$ cat src/rtl/ntt_pkg.sv
package ntt_pkg;

  typedef enum logic [2:0] {
    PH_IDLE,
    PH_RD0,
    PH_RD1,
    PH_BF0,
    PH_BF1,
    PH_WR0,
    PH_WR1
  } phase_e;

  function automatic longint unsigned mod_mul(longint unsigned a, longint unsigned b,
                                              longint unsigned q);
    return (a * b) % q;
  endfunction

  function automatic longint unsigned mod_pow(longint unsigned b, longint unsigned e,
                                              longint unsigned q);
    longint unsigned r;
    longint unsigned x;
    longint unsigned ee;
    r  = 1;
    x  = b % q;
    ee = e;
    while (ee != 0) begin
      if ((ee & 1) != 0) r = mod_mul(r, x, q);
      x  = mod_mul(x, x, q);
      ee = ee >> 1;
    end
    return r;
  endfunction

  // Smallest-candidate element of exact order n (n a power of two dividing q-1).
  function automatic longint unsigned root_of_unity(longint unsigned n, longint unsigned q);
    longint unsigned r;
    longint unsigned x;
    r = 0;
    for (longint unsigned g = 2; g < q && r == 0; g++) begin
      x = mod_pow(g, (q - 1) / n, q);
      if (mod_pow(x, n / 2, q) == q - 1) r = x;
    end
    return r;
  endfunction

endpackage

$ cat src/rtl/ntt_twiddle_rom.sv
module ntt_twiddle_rom #(
  parameter int unsigned N  = 256,
  parameter int unsigned Q  = 7681,
  parameter int unsigned QW = 14,
  parameter int unsigned EW = 7
) (
  input  logic [EW-1:0] idx,
  output logic [QW-1:0] w
);
  localparam longint unsigned OMEGA   = ntt_pkg::root_of_unity(N, Q);
  localparam int unsigned     ENTRIES = N / 2;

  logic [QW-1:0] tbl [ENTRIES];

  // Each entry is a constant power of the root, folded at elaboration.
  for (genvar i = 0; i < ENTRIES; i++) begin : g_ent
    localparam longint unsigned VAL = ntt_pkg::mod_pow(OMEGA, i, Q);
    assign tbl[i] = QW'(VAL);
  end

  assign w = tbl[idx];
endmodule

$ cat src/rtl/ntt_modmul.sv
module ntt_modmul #(
  parameter int unsigned Q  = 7681,
  parameter int unsigned QW = 14
) (
  input  logic [QW-1:0] a,
  input  logic [QW-1:0] b,
  output logic [QW-1:0] r
);
  localparam int unsigned     PW  = 2 * QW;
  localparam int unsigned     K   = 2 * QW;
  localparam longint unsigned MU  = (64'd1 << K) / Q;
  localparam int unsigned     MUW = $clog2(MU + 1);
  localparam int unsigned     XW  = PW + MUW;
  localparam logic [PW-1:0]   QP  = PW'(Q);
  localparam logic [XW-1:0]   MUX = XW'(MU);

  logic [PW-1:0] prod;
  logic [XW-1:0] prod_mu;
  logic [PW-1:0] quot;
  logic [PW-1:0] rem0;
  logic [PW-1:0] rem1;
  logic [PW-1:0] rem2;

  assign prod    = PW'(a) * PW'(b);
  assign prod_mu = XW'(prod) * MUX;
  assign quot    = PW'(prod_mu >> K);
  assign rem0    = prod - quot * QP;
  // Quotient estimate is low by at most two.
  assign rem1    = (rem0 >= QP) ? rem0 - QP : rem0;
  assign rem2    = (rem1 >= QP) ? rem1 - QP : rem1;
  assign r       = QW'(rem2);
endmodule

$ cat src/rtl/ntt_butterfly.sv
module ntt_butterfly #(
  parameter int unsigned Q  = 7681,
  parameter int unsigned QW = 14
) (
  input  logic [QW-1:0] u,
  input  logic [QW-1:0] v,
  input  logic [QW-1:0] w,
  output logic [QW-1:0] sum,
  output logic [QW-1:0] dif
);
  localparam logic [QW:0] QX = (QW + 1)'(Q);

  logic [QW-1:0] t;
  logic [QW:0]   s_raw;
  logic [QW:0]   d_wrap;

  ntt_modmul #(.Q(Q), .QW(QW)) u_mul (
    .a(v),
    .b(w),
    .r(t)
  );

  assign s_raw  = {1'b0, u} + {1'b0, t};
  assign d_wrap = {1'b0, u} + QX - {1'b0, t};
  assign sum    = (s_raw >= QX) ? QW'(s_raw - QX) : QW'(s_raw);
  assign dif    = (u >= t) ? (u - t) : QW'(d_wrap);
endmodule

$ cat src/rtl/ntt_sched.sv
module ntt_sched #(
  parameter int unsigned N  = 256,
  parameter int unsigned AW = 7,
  parameter int unsigned SW = 3
) (
  input  logic            clk,
  input  logic            rst_n,
  input  logic            start,
  output ntt_pkg::phase_e ph,
  output logic            first_stage,
  output logic [AW-1:0]   addr_x,
  output logic [AW-1:0]   addr_y,
  output logic [AW-1:0]   exp_a,
  output logic [AW-1:0]   exp_b,
  output logic            run_end
);
  import ntt_pkg::*;

  localparam logic [AW-1:0] HALF_E     = AW'(1) << (AW - 1);
  localparam logic [AW-1:0] LAST_WORD  = AW'(N / 2 - 1);
  localparam logic [AW-1:0] LAST_PAIR  = AW'(N / 4 - 1);
  localparam logic [SW-1:0] LAST_STAGE = SW'(AW);

  logic [SW-1:0] st;
  logic [AW-1:0] cnt;
  logic [SW-1:0] k;
  logic [SW-1:0] sh;
  logic [AW-1:0] bit_k;
  logic [AW-1:0] low_mask;
  logic [AW-1:0] spread;
  logic          last_cnt;
  logic          last_stage;
  logic          adv;

  // Pair position k = stage-2 (stage counted from 1); a zero is inserted there.
  assign k           = st - SW'(1);
  assign sh          = SW'(AW) - st;
  assign bit_k       = AW'(1) << k;
  assign low_mask    = bit_k - AW'(1);
  assign spread      = ((cnt & ~low_mask) << 1) | (cnt & low_mask);
  assign first_stage = (st == '0);
  assign addr_x      = first_stage ? cnt : spread;
  assign addr_y      = spread | bit_k;
  assign exp_a       = first_stage ? '0 : ((cnt & low_mask) << sh);
  assign exp_b       = exp_a | HALF_E;

  assign last_cnt   = first_stage ? (cnt == LAST_WORD) : (cnt == LAST_PAIR);
  assign last_stage = (st == LAST_STAGE);
  assign adv        = ((ph == PH_WR0) && first_stage) || (ph == PH_WR1);
  assign run_end    = adv && last_cnt && last_stage;

  always_ff @(posedge clk or negedge rst_n) begin
    if (!rst_n) begin
      ph  <= PH_IDLE;
      st  <= '0;
      cnt <= '0;
    end else if (adv) begin
      if (!last_cnt) begin
        cnt <= cnt + AW'(1);
        ph  <= PH_RD0;
      end else if (last_stage) begin
        ph  <= PH_IDLE;
        st  <= '0;
        cnt <= '0;
      end else begin
        st  <= st + SW'(1);
        cnt <= '0;
        ph  <= PH_RD0;
      end
    end else begin
      unique case (ph)
        PH_IDLE: if (start) begin
          ph  <= PH_RD0;
          st  <= '0;
          cnt <= '0;
        end
        PH_RD0:  ph <= first_stage ? PH_BF0 : PH_RD1;
        PH_RD1:  ph <= PH_BF0;
        PH_BF0:  ph <= first_stage ? PH_WR0 : PH_BF1;
        PH_BF1:  ph <= PH_WR0;
        PH_WR0:  ph <= PH_WR1;
        default: ph <= PH_IDLE;
      endcase
    end
  end
endmodule

$ cat src/rtl/ntt_packed_core.sv
module ntt_packed_core #(
  parameter int unsigned N  = 256,
  parameter int unsigned Q  = 7681,
  parameter int unsigned QW = 14
) (
  input  logic                      clk,
  input  logic                      rst_n,
  input  logic                      start,
  output logic                      busy,
  output logic                      done,
  output logic                      mem_rd_en,
  output logic                      mem_wr_en,
  output logic [$clog2(N)-2:0]      mem_addr,
  output logic [2*QW-1:0]           mem_wdata,
  input  logic [2*QW-1:0]           mem_rdata
);
  import ntt_pkg::*;

  localparam int unsigned LOGN = $clog2(N);
  localparam int unsigned AW   = LOGN - 1;
  localparam int unsigned SW   = $clog2(LOGN);
  localparam int unsigned WW   = 2 * QW;

  phase_e        ph;
  logic          first_stage;
  logic [AW-1:0] addr_x;
  logic [AW-1:0] addr_y;
  logic [AW-1:0] exp_a;
  logic [AW-1:0] exp_b;
  logic [AW-1:0] exp_sel;
  logic          run_end;

  logic [WW-1:0] x_word;
  logic [QW-1:0] y_hi;
  logic [WW-1:0] res0;
  logic [WW-1:0] res1;
  logic          done_q;

  logic [QW-1:0] op_u;
  logic [QW-1:0] op_v;
  logic [QW-1:0] tw;
  logic [QW-1:0] bf_sum;
  logic [QW-1:0] bf_dif;

  ntt_sched #(.N(N), .AW(AW), .SW(SW)) u_sched (
    .clk        (clk),
    .rst_n      (rst_n),
    .start      (start),
    .ph         (ph),
    .first_stage(first_stage),
    .addr_x     (addr_x),
    .addr_y     (addr_y),
    .exp_a      (exp_a),
    .exp_b      (exp_b),
    .run_end    (run_end)
  );

  assign exp_sel = (ph == PH_BF1) ? exp_b : exp_a;

  ntt_twiddle_rom #(.N(N), .Q(Q), .QW(QW), .EW(AW)) u_rom (
    .idx(exp_sel),
    .w  (tw)
  );

  // Operand routing: stage one pairs lanes of one word; later stages pair lanes
  // of two words (lane 0 in the first compute cycle, lane 1 in the second).
  always_comb begin
    if (ph == PH_BF1) begin
      op_u = x_word[WW-1:QW];
      op_v = y_hi;
    end else if (first_stage) begin
      op_u = mem_rdata[QW-1:0];
      op_v = mem_rdata[WW-1:QW];
    end else begin
      op_u = x_word[QW-1:0];
      op_v = mem_rdata[QW-1:0];
    end
  end

  ntt_butterfly #(.Q(Q), .QW(QW)) u_bf (
    .u  (op_u),
    .v  (op_v),
    .w  (tw),
    .sum(bf_sum),
    .dif(bf_dif)
  );

  always_ff @(posedge clk or negedge rst_n) begin
    if (!rst_n) begin
      x_word <= '0;
      y_hi   <= '0;
      res0   <= '0;
      res1   <= '0;
      done_q <= 1'b0;
    end else begin
      if (ph == PH_RD1) x_word <= mem_rdata;
      if (ph == PH_BF0) begin
        y_hi <= mem_rdata[WW-1:QW];
        res0 <= {bf_dif, bf_sum};
      end
      if (ph == PH_BF1) res1 <= {bf_dif, bf_sum};
      done_q <= run_end;
    end
  end

  assign busy      = (ph != PH_IDLE);
  assign done      = done_q;
  assign mem_rd_en = (ph == PH_RD0) || (ph == PH_RD1);
  assign mem_wr_en = (ph == PH_WR0) || (ph == PH_WR1);
  assign mem_addr  = ((ph == PH_RD1) || (ph == PH_WR1)) ? addr_y : addr_x;
  assign mem_wdata = (ph == PH_WR1) ? res1 : res0;
endmodule

$ cat config.mk
export PLATFORM = sky130hd
export DESIGN_NAME = ntt_packed_core
export DESIGN_NICKNAME = d
export VERILOG_FILES = /design/src/rtl/ntt_pkg.sv /design/src/rtl/ntt_twiddle_rom.sv /design/src/rtl/ntt_modmul.sv /design/src/rtl/ntt_butterfly.sv /design/src/rtl/ntt_sched.sv /design/src/rtl/ntt_packed_core.sv
export SDC_FILE = /design/constraint.sdc
export NUM_CORES = 1
export LEC_CHECK = 0
export ABC_AREA = 1
export BUFFER_PORTS_ARGS = -buffer_cell sky130_fd_sc_hd__buf_2
export CAP_MARGIN = 20
export CORE_MARGIN = 5
export CORE_UTILIZATION = 36
export CTS_CLUSTER_DIAMETER = 100
export DETAILED_ROUTE_END_ITERATION = 10
export GPL_ROUTABILITY_DRIVEN = 0
export GPL_TIMING_DRIVEN = 1
export SLEW_MARGIN = 20
export SYNTH_ARGS = -nofsm -noshare
export SYNTH_HDL_FRONTEND = slang
export SYNTH_SLANG_ARGS = --single-unit
$ cat constraint.sdc
create_clock -name clk -period 30.4 [get_ports clk]
set_input_delay 7.6 -clock clk [delete_from_list [all_inputs] [get_ports clk]]
set_output_delay 7.6 -clock clk [all_outputs]
set_load 0.05 [all_outputs]
### Yosys cells after proc, flatten, opt, wreduce, memory -nomap -nowiden

Memories as Yosys holds them, arrays and structs flattened.
Index checks and enable logic that the tools add are counted.
W data, S select, Z words.

| storage, ports and cells | value |
|---|---|
| flip-flop bits (word level) | 112 |
| memory bits (read-only) | 1792 |
| output and inout port bits | 39 |
| word-level logic and storage cells | 95 |
| memories kept | 1 |

| cells by class | value |
|---|---|
| add/sub/neg operators | 13 |
| $mul | 3 |
| $lt $le $gt $ge | 5 |
| eq/ne operators | 11 |
| shift operators | 2 |
| mux-type cells | 32 |
| bitwise logic cells | 6 |
| reductions and logical operators | 14 |

Memories:

| memory | words | width | rd ports | clocked after Yosys merged registers in | write ports | line | source |
|---|---|---|---|---|---|---|---|
| (name not given) | 128 | 14 | 1 | 0 | 0 | ntt_twiddle_rom.sv:21 | `assign w = tbl[idx];` |

Operators with widths:

| operator | number |
|---|---|
| $mux W14 | 9 |
| $ge A28 B13 Y1 const B | 2 |
| $mux W28 | 2 |
| $mux W7 | 8 |
| $mul A28 B16 Y44 const B | 1 |
| $mul A14 B14 Y28 | 1 |
| $mul A16 B13 Y28 const B | 1 |
| $sub A14 B13 Y14 const B | 2 |
| $sub A14 B14 Y14 | 2 |
| $sub A28 B13 Y28 const B | 1 |
| $sub A28 B28 Y28 | 1 |
| $mux W3 | 8 |
| $pmux W3 S6 | 1 |
| $add A14 B14 Y15 | 1 |
| $ge A15 B13 Y1 const B | 1 |
| $add A14 B13 Y14 const B | 1 |
| $ge A14 B14 Y1 | 1 |
| $or A7 B7 Y7 | 2 |
| $eq A3 B3 Y1 const B | 4 |
| $ge A8 B8 Y1 const B | 1 |
| $not A7 Y8 | 1 |
| $add A7 B1 Y7 const B | 1 |
| $and A7 B7 Y7 | 1 |
| $eq A7 B6 Y1 const B | 1 |
| 21 further kinds | 32 |

### Logic depth before layout (Yosys ltp)

| depth | value |
|---|---|
| depth in word-level cells | 22 |
| depth in mapped cells | 148 |
| mapped depth without buffers | 144 |

### Hierarchy

A second synthesis with hierarchy kept.

| second synthesis, totals | value |
|---|---|
| cell total of the unflattened synthesis | 4300 |
| area total of the unflattened synthesis | 29050.4 um^2 |

Modules (own cells, without submodules):

| module | instances | cells an instance | area each (um^2) | seq. area each (um^2) |
|---|---|---|---|---|
| ntt_modmul | 1 | 2215 | 16459.5 | 0.0 |
| ntt_packed_core | 1 | 771 | 5471.5 | 2477.4 |
| ntt_butterfly | 1 | 533 | 3031.7 | 0.0 |
| ntt_twiddle_rom | 1 | 563 | 2665.1 | 0.0 |
| ntt_sched | 1 | 218 | 1422.6 | 325.3 |

### Worst setup path after synthesis

No wires, ideal clock.

| path | value |
|---|---|
| kind | input-to-reg |
| start | input mem_rdata[18] |
| end | register res0[7] |
| setup time | 0.083 ns |
| arrival | 26.015 ns |
| required time | 30.317 ns |
| setup slack | 4.302 ns |
| stages | 117 |
| buffers on the path | 4 |
| path through | inv_1 > o211ai_1 > o21ai_0 > nor2_1 > fa_1 > inv_1 > fa_1 > inv_1 > ha_1 > ha_1 > inv_1 > fa_1 > fa_1 > inv_1 > ha_1 > nand2_1 > o21ai_0 > nand3_1 > [81 not listed] > o21bai_1 > a21o_1 > a21oi_1 > or2_2 > o21ai_0 > a21oi_1 > nor2_1 > nor2_1 > xor2_1 > nand2_1 > nor4_1 > nand2_1 > nand3_1 > nand2_1 > nor3_1 > xnor2_1 > inv_1 > o21ai_0 |

| between the ends | value |
|---|---|
| cells in the longest elaborated chain, start to end | 13 |

RTL lines:

| what | line | source |
|---|---|---|
| start: declaration | ntt_packed_core.sv:15 | `input logic [2*QW-1:0] mem_rdata` |
| $mux W14 * | ntt_packed_core.sv:71 | `end else if (first_stage) begin` |
| $mux W14 * | ntt_packed_core.sv:68 | `if (ph == PH_BF1) begin` |
| $mul A14 B14 Y28 * | ntt_modmul.sv:24 | `assign prod = PW'(a) * PW'(b);` |
| $mul A28 B16 Y44 | ntt_modmul.sv:25 | `assign prod_mu = XW'(prod) * MUX;` |
| $mul A16 B13 Y28 | ntt_modmul.sv:27 | `assign rem0 = prod - quot * QP;` |
| $sub A28 B28 Y28 * | ntt_modmul.sv:27 |  |
| $sub A28 B13 Y28 / $ge A28 B13 Y1 (equally long branches) | ntt_modmul.sv:29 | `assign rem1 = (rem0 >= QP) ? rem0 - QP : rem0;` |
| $mux W28 * | ntt_modmul.sv:29 |  |
| $ge A28 B13 Y1 / $sub A14 B13 Y14 (equally long branches) | ntt_modmul.sv:30 | `assign rem2 = (rem1 >= QP) ? rem1 - QP : rem1;` |
| $mux W14 * | ntt_modmul.sv:30 |  |
| $add A14 B14 Y15 * | ntt_butterfly.sv:23 | `assign s_raw = {1'b0, u} + {1'b0, t};` |
| $sub A14 B13 Y14 / $ge A15 B13 Y1 (equally long branches) | ntt_butterfly.sv:25 | `assign sum = (s_raw >= QX) ? QW'(s_raw - QX) : QW'(s_raw);` |
| $mux W14 * | ntt_butterfly.sv:25 |  |
| end signal: assignment | ntt_packed_core.sv:99 | `res0 <= {bf_dif, bf_sum};` |
| end: declaration | ntt_packed_core.sv:35 | `logic [WW-1:0] res0;` |

Every way passes the cells marked *; elsewhere a longest branch is shown, timed or not.
A chain may end at the register's enable or synchronous reset.

### Worst setup path in the final report

| path | value |
|---|---|
| start | input mem_rdata[20] |
| end | register res0[7] |

Same word-level chain as after synthesis.

==> metrics <==
CTS buffer count=9; Relative slew margins=22.9%; Compound-Gate Fraction of Synth Area=12.8%; gate count of the mapped netlist=3819; final wirelength=78.1 mm; Worst-Margin Slew=1150 ps; largest net degree at the start of global routing=75; cell count along the critical path=109; Setup Fix Bufs, Post-CTS=0; H-tree Lvls=3; diode count=0; chip width=284 µm; Initial Utilization=36.3%; Worst Path Arrival=28890 ps; post-synthesis mux area share=0.522%; remaining antenna violation count=0; fill count=7936; Synth Area in Simple Gates=23.9%; CTS clk-pin slew, worst paths=70 ps; Place WS=974 ps; Finished Core Util=38.7%; Peak Freq=34.9 MHz; Via density=5.17; Crit path top cell by count=nand2_1; die area=0.0808 mm²; maximum fanout along the worst path=31; post-synthesis register bit count=112; Avg Cell Area, Syn=7.09 µm²; crit path kind=in2reg; final count of hold timing violations=0; Die H=284 µm; CP startpoint kind=primary input; TritonCTS clock tree=yes; Max Cap Viol=0; P&R area growth vs syn=6.63%; Synth Warn #=0; Core Rows=100; most frequent cells in the layout=nand2_1, inv_1, ha_1; Async S/R FF share, synth=100%; count of different cell masters after synthesis=67; FF-to-FF End=res0[7]; Slew Viols, Final=0; Core Footprint=0.0746 mm²; clock latency on the worst-skew pair=360 ps; CP top delay family=adder cells; prevailing post-synth register cell=dfrtp_1; CTS Root Cell=clkbuf_16; DRC Markers=0; number of nets in the layout=4528; Worst path slowest cell=fa_1; Setup violations, final=0; top-level I/O count=70; fin crit share=94.1%; Synth Cell Area=0.0271 mm²; Setup crit end kind=flop; Req. time, crit path=30670 ps; antenna violations before repair=2; Post-Synth Adder-Cell Area=36.6%; Hold Worst Slack=482 ps; min setup slack post-route=1780 ps; PortBufs=69; status=complete, no violations; Min Clock Period, post-route=28620 ps; Worst path max stage delay=610 ps; Mapped Nets=4498; min-delay src=res1[17]; R2R Setup Slk=4850 ps; Hold Path Class=reg2reg; setup TNS=0 ps; RSZ-0062 raised after global routing=no; Post-DP HPWL=65.0 mm; average wire per standard cell=16.2 µm; Longest Clk Path Bufs=2; router iterations before antenna repair=6; post-synthesis sequential area ratio=10.4%; clk sinks=112; vias in the first global route=24132; DR iter-0 viols=1961; fraction of layout instances using a drive strength above 1=6.67%; reg2reg start=u_sched.st[1]; first-pass GRT wire length=128 mm; GR Overflow Total=0; EDFF count, synth=0; routed vias=24926; total global-route track usage=18.9%; Min-Delay Endpoint=res1[17]; XOR/XNOR Fraction of Synth Area=4.36%; main combinational cell family by area after synthesis=adder cells; most common cell after layout, fill and taps aside=nand2_1; Worst Hold Depth=2; Fin Clk Skew=13.8 ps; WP buf/inv=18; R2R depth=133
[worst register-to-register path: cells and delay by family (launching register included)]
family                     cells  cell delay, ps
AOI/OAI and AO/OA             24            4530
xor gates and xnor gates       5            1120
adders and majority gates     23            8310
buffers and inverters         22            2380
DFF                            1             680
and+or+nand+nor               59            8470
[registers in the layout, summed over array words and instances (netlist names)]
name	count
u_sched.cnt	7
res1	28
x_word	28
done	1
y_hi	14
res0	28
u_sched.st	3
u_sched.ph	3
[cell usage after synthesis, types with 26 or more instances]
| cell type | number | area [µm²] |
|---|---|---|
| dfrtp_1 | 112 | 2800 |
| o211ai_1 | 41 | 308 |
| xor2_1 | 105 | 920 |
| nand2_2 | 43 | 269 |
| clkbuf_1 | 60 | 225 |
| xnor2_1 | 26 | 228 |
| nand4_1 | 27 | 169 |
| nand3_1 | 205 | 1030 |
| ha_1 | 408 | 5100 |
| fa_1 | 240 | 4800 |
| a31oi_1 | 31 | 194 |
| inv_1 | 686 | 2570 |
| nor2_1 | 337 | 1260 |
| nand2_1 | 813 | 3050 |
| a21oi_1 | 154 | 771 |
| o21ai_0 | 241 | 1210 |
[per-layer routing]
metal,GRT usage (%),vias to the layer above,wire length (µm)
met3,1.82,150,4670
li1,-,12277,-
met1,26.7,11659,35800
met4,4.33,4,1990
met2,31.4,836,35600
met5,0,-,22
[cells by family after synthesis]
family | count (synthesis)
AOI/OAI and AO/OA | 595
xor gates and xnor gates | 133
adders and majority gates | 648
buffers and inverters | 805
DFF | 112
muxes | 13
and+or+nand+nor | 1513
[per-stage QoR]
stage                     area (µm²)  std cells
final                          28900       4822
after global routing           28900       4822
after CTS                      28800       4822
after detailed placement       28500       4807
after global placement         28500       4807
after floorplan                27100       3819
[cell type report]
class | instances | area [µm²] | area share (%)
Multi-Input combinational cell | 2902 | 21200 | 73.5
Clock buffer | 10 | 229 | 0.793
Tap cell | 969 | 1210 | 4.20
Timing Repair Buffer | 110 | 656 | 2.27
Clock inverter | 5 | 65.1 | 0.225
Inverter | 714 | 2680 | 9.30
Sequential cell | 112 | 2800 | 9.71
[what timing repair did]
item,CTS,global route
hold buffers,0,0
setup endpoints to repair,0,28
resized for setup,0,7
[how the worst max path moves through the flow]
| stage | startpoint | endpoint |
|---|---|---|
| after floorplan | mem_rdata[18] | res0[7] |
| after global placement | mem_rdata[18] | res0[7] |
| after detailed placement | mem_rdata[20] | res0[7] |
| after CTS | mem_rdata[20] | res0[7] |
| after global routing | mem_rdata[20] | res0[7] |
| final | mem_rdata[20] | res0[7] |
Power is left out: the tool's default activity adds up to more than one toggle a clock period on the data nets, which glitch-free logic cannot reach.
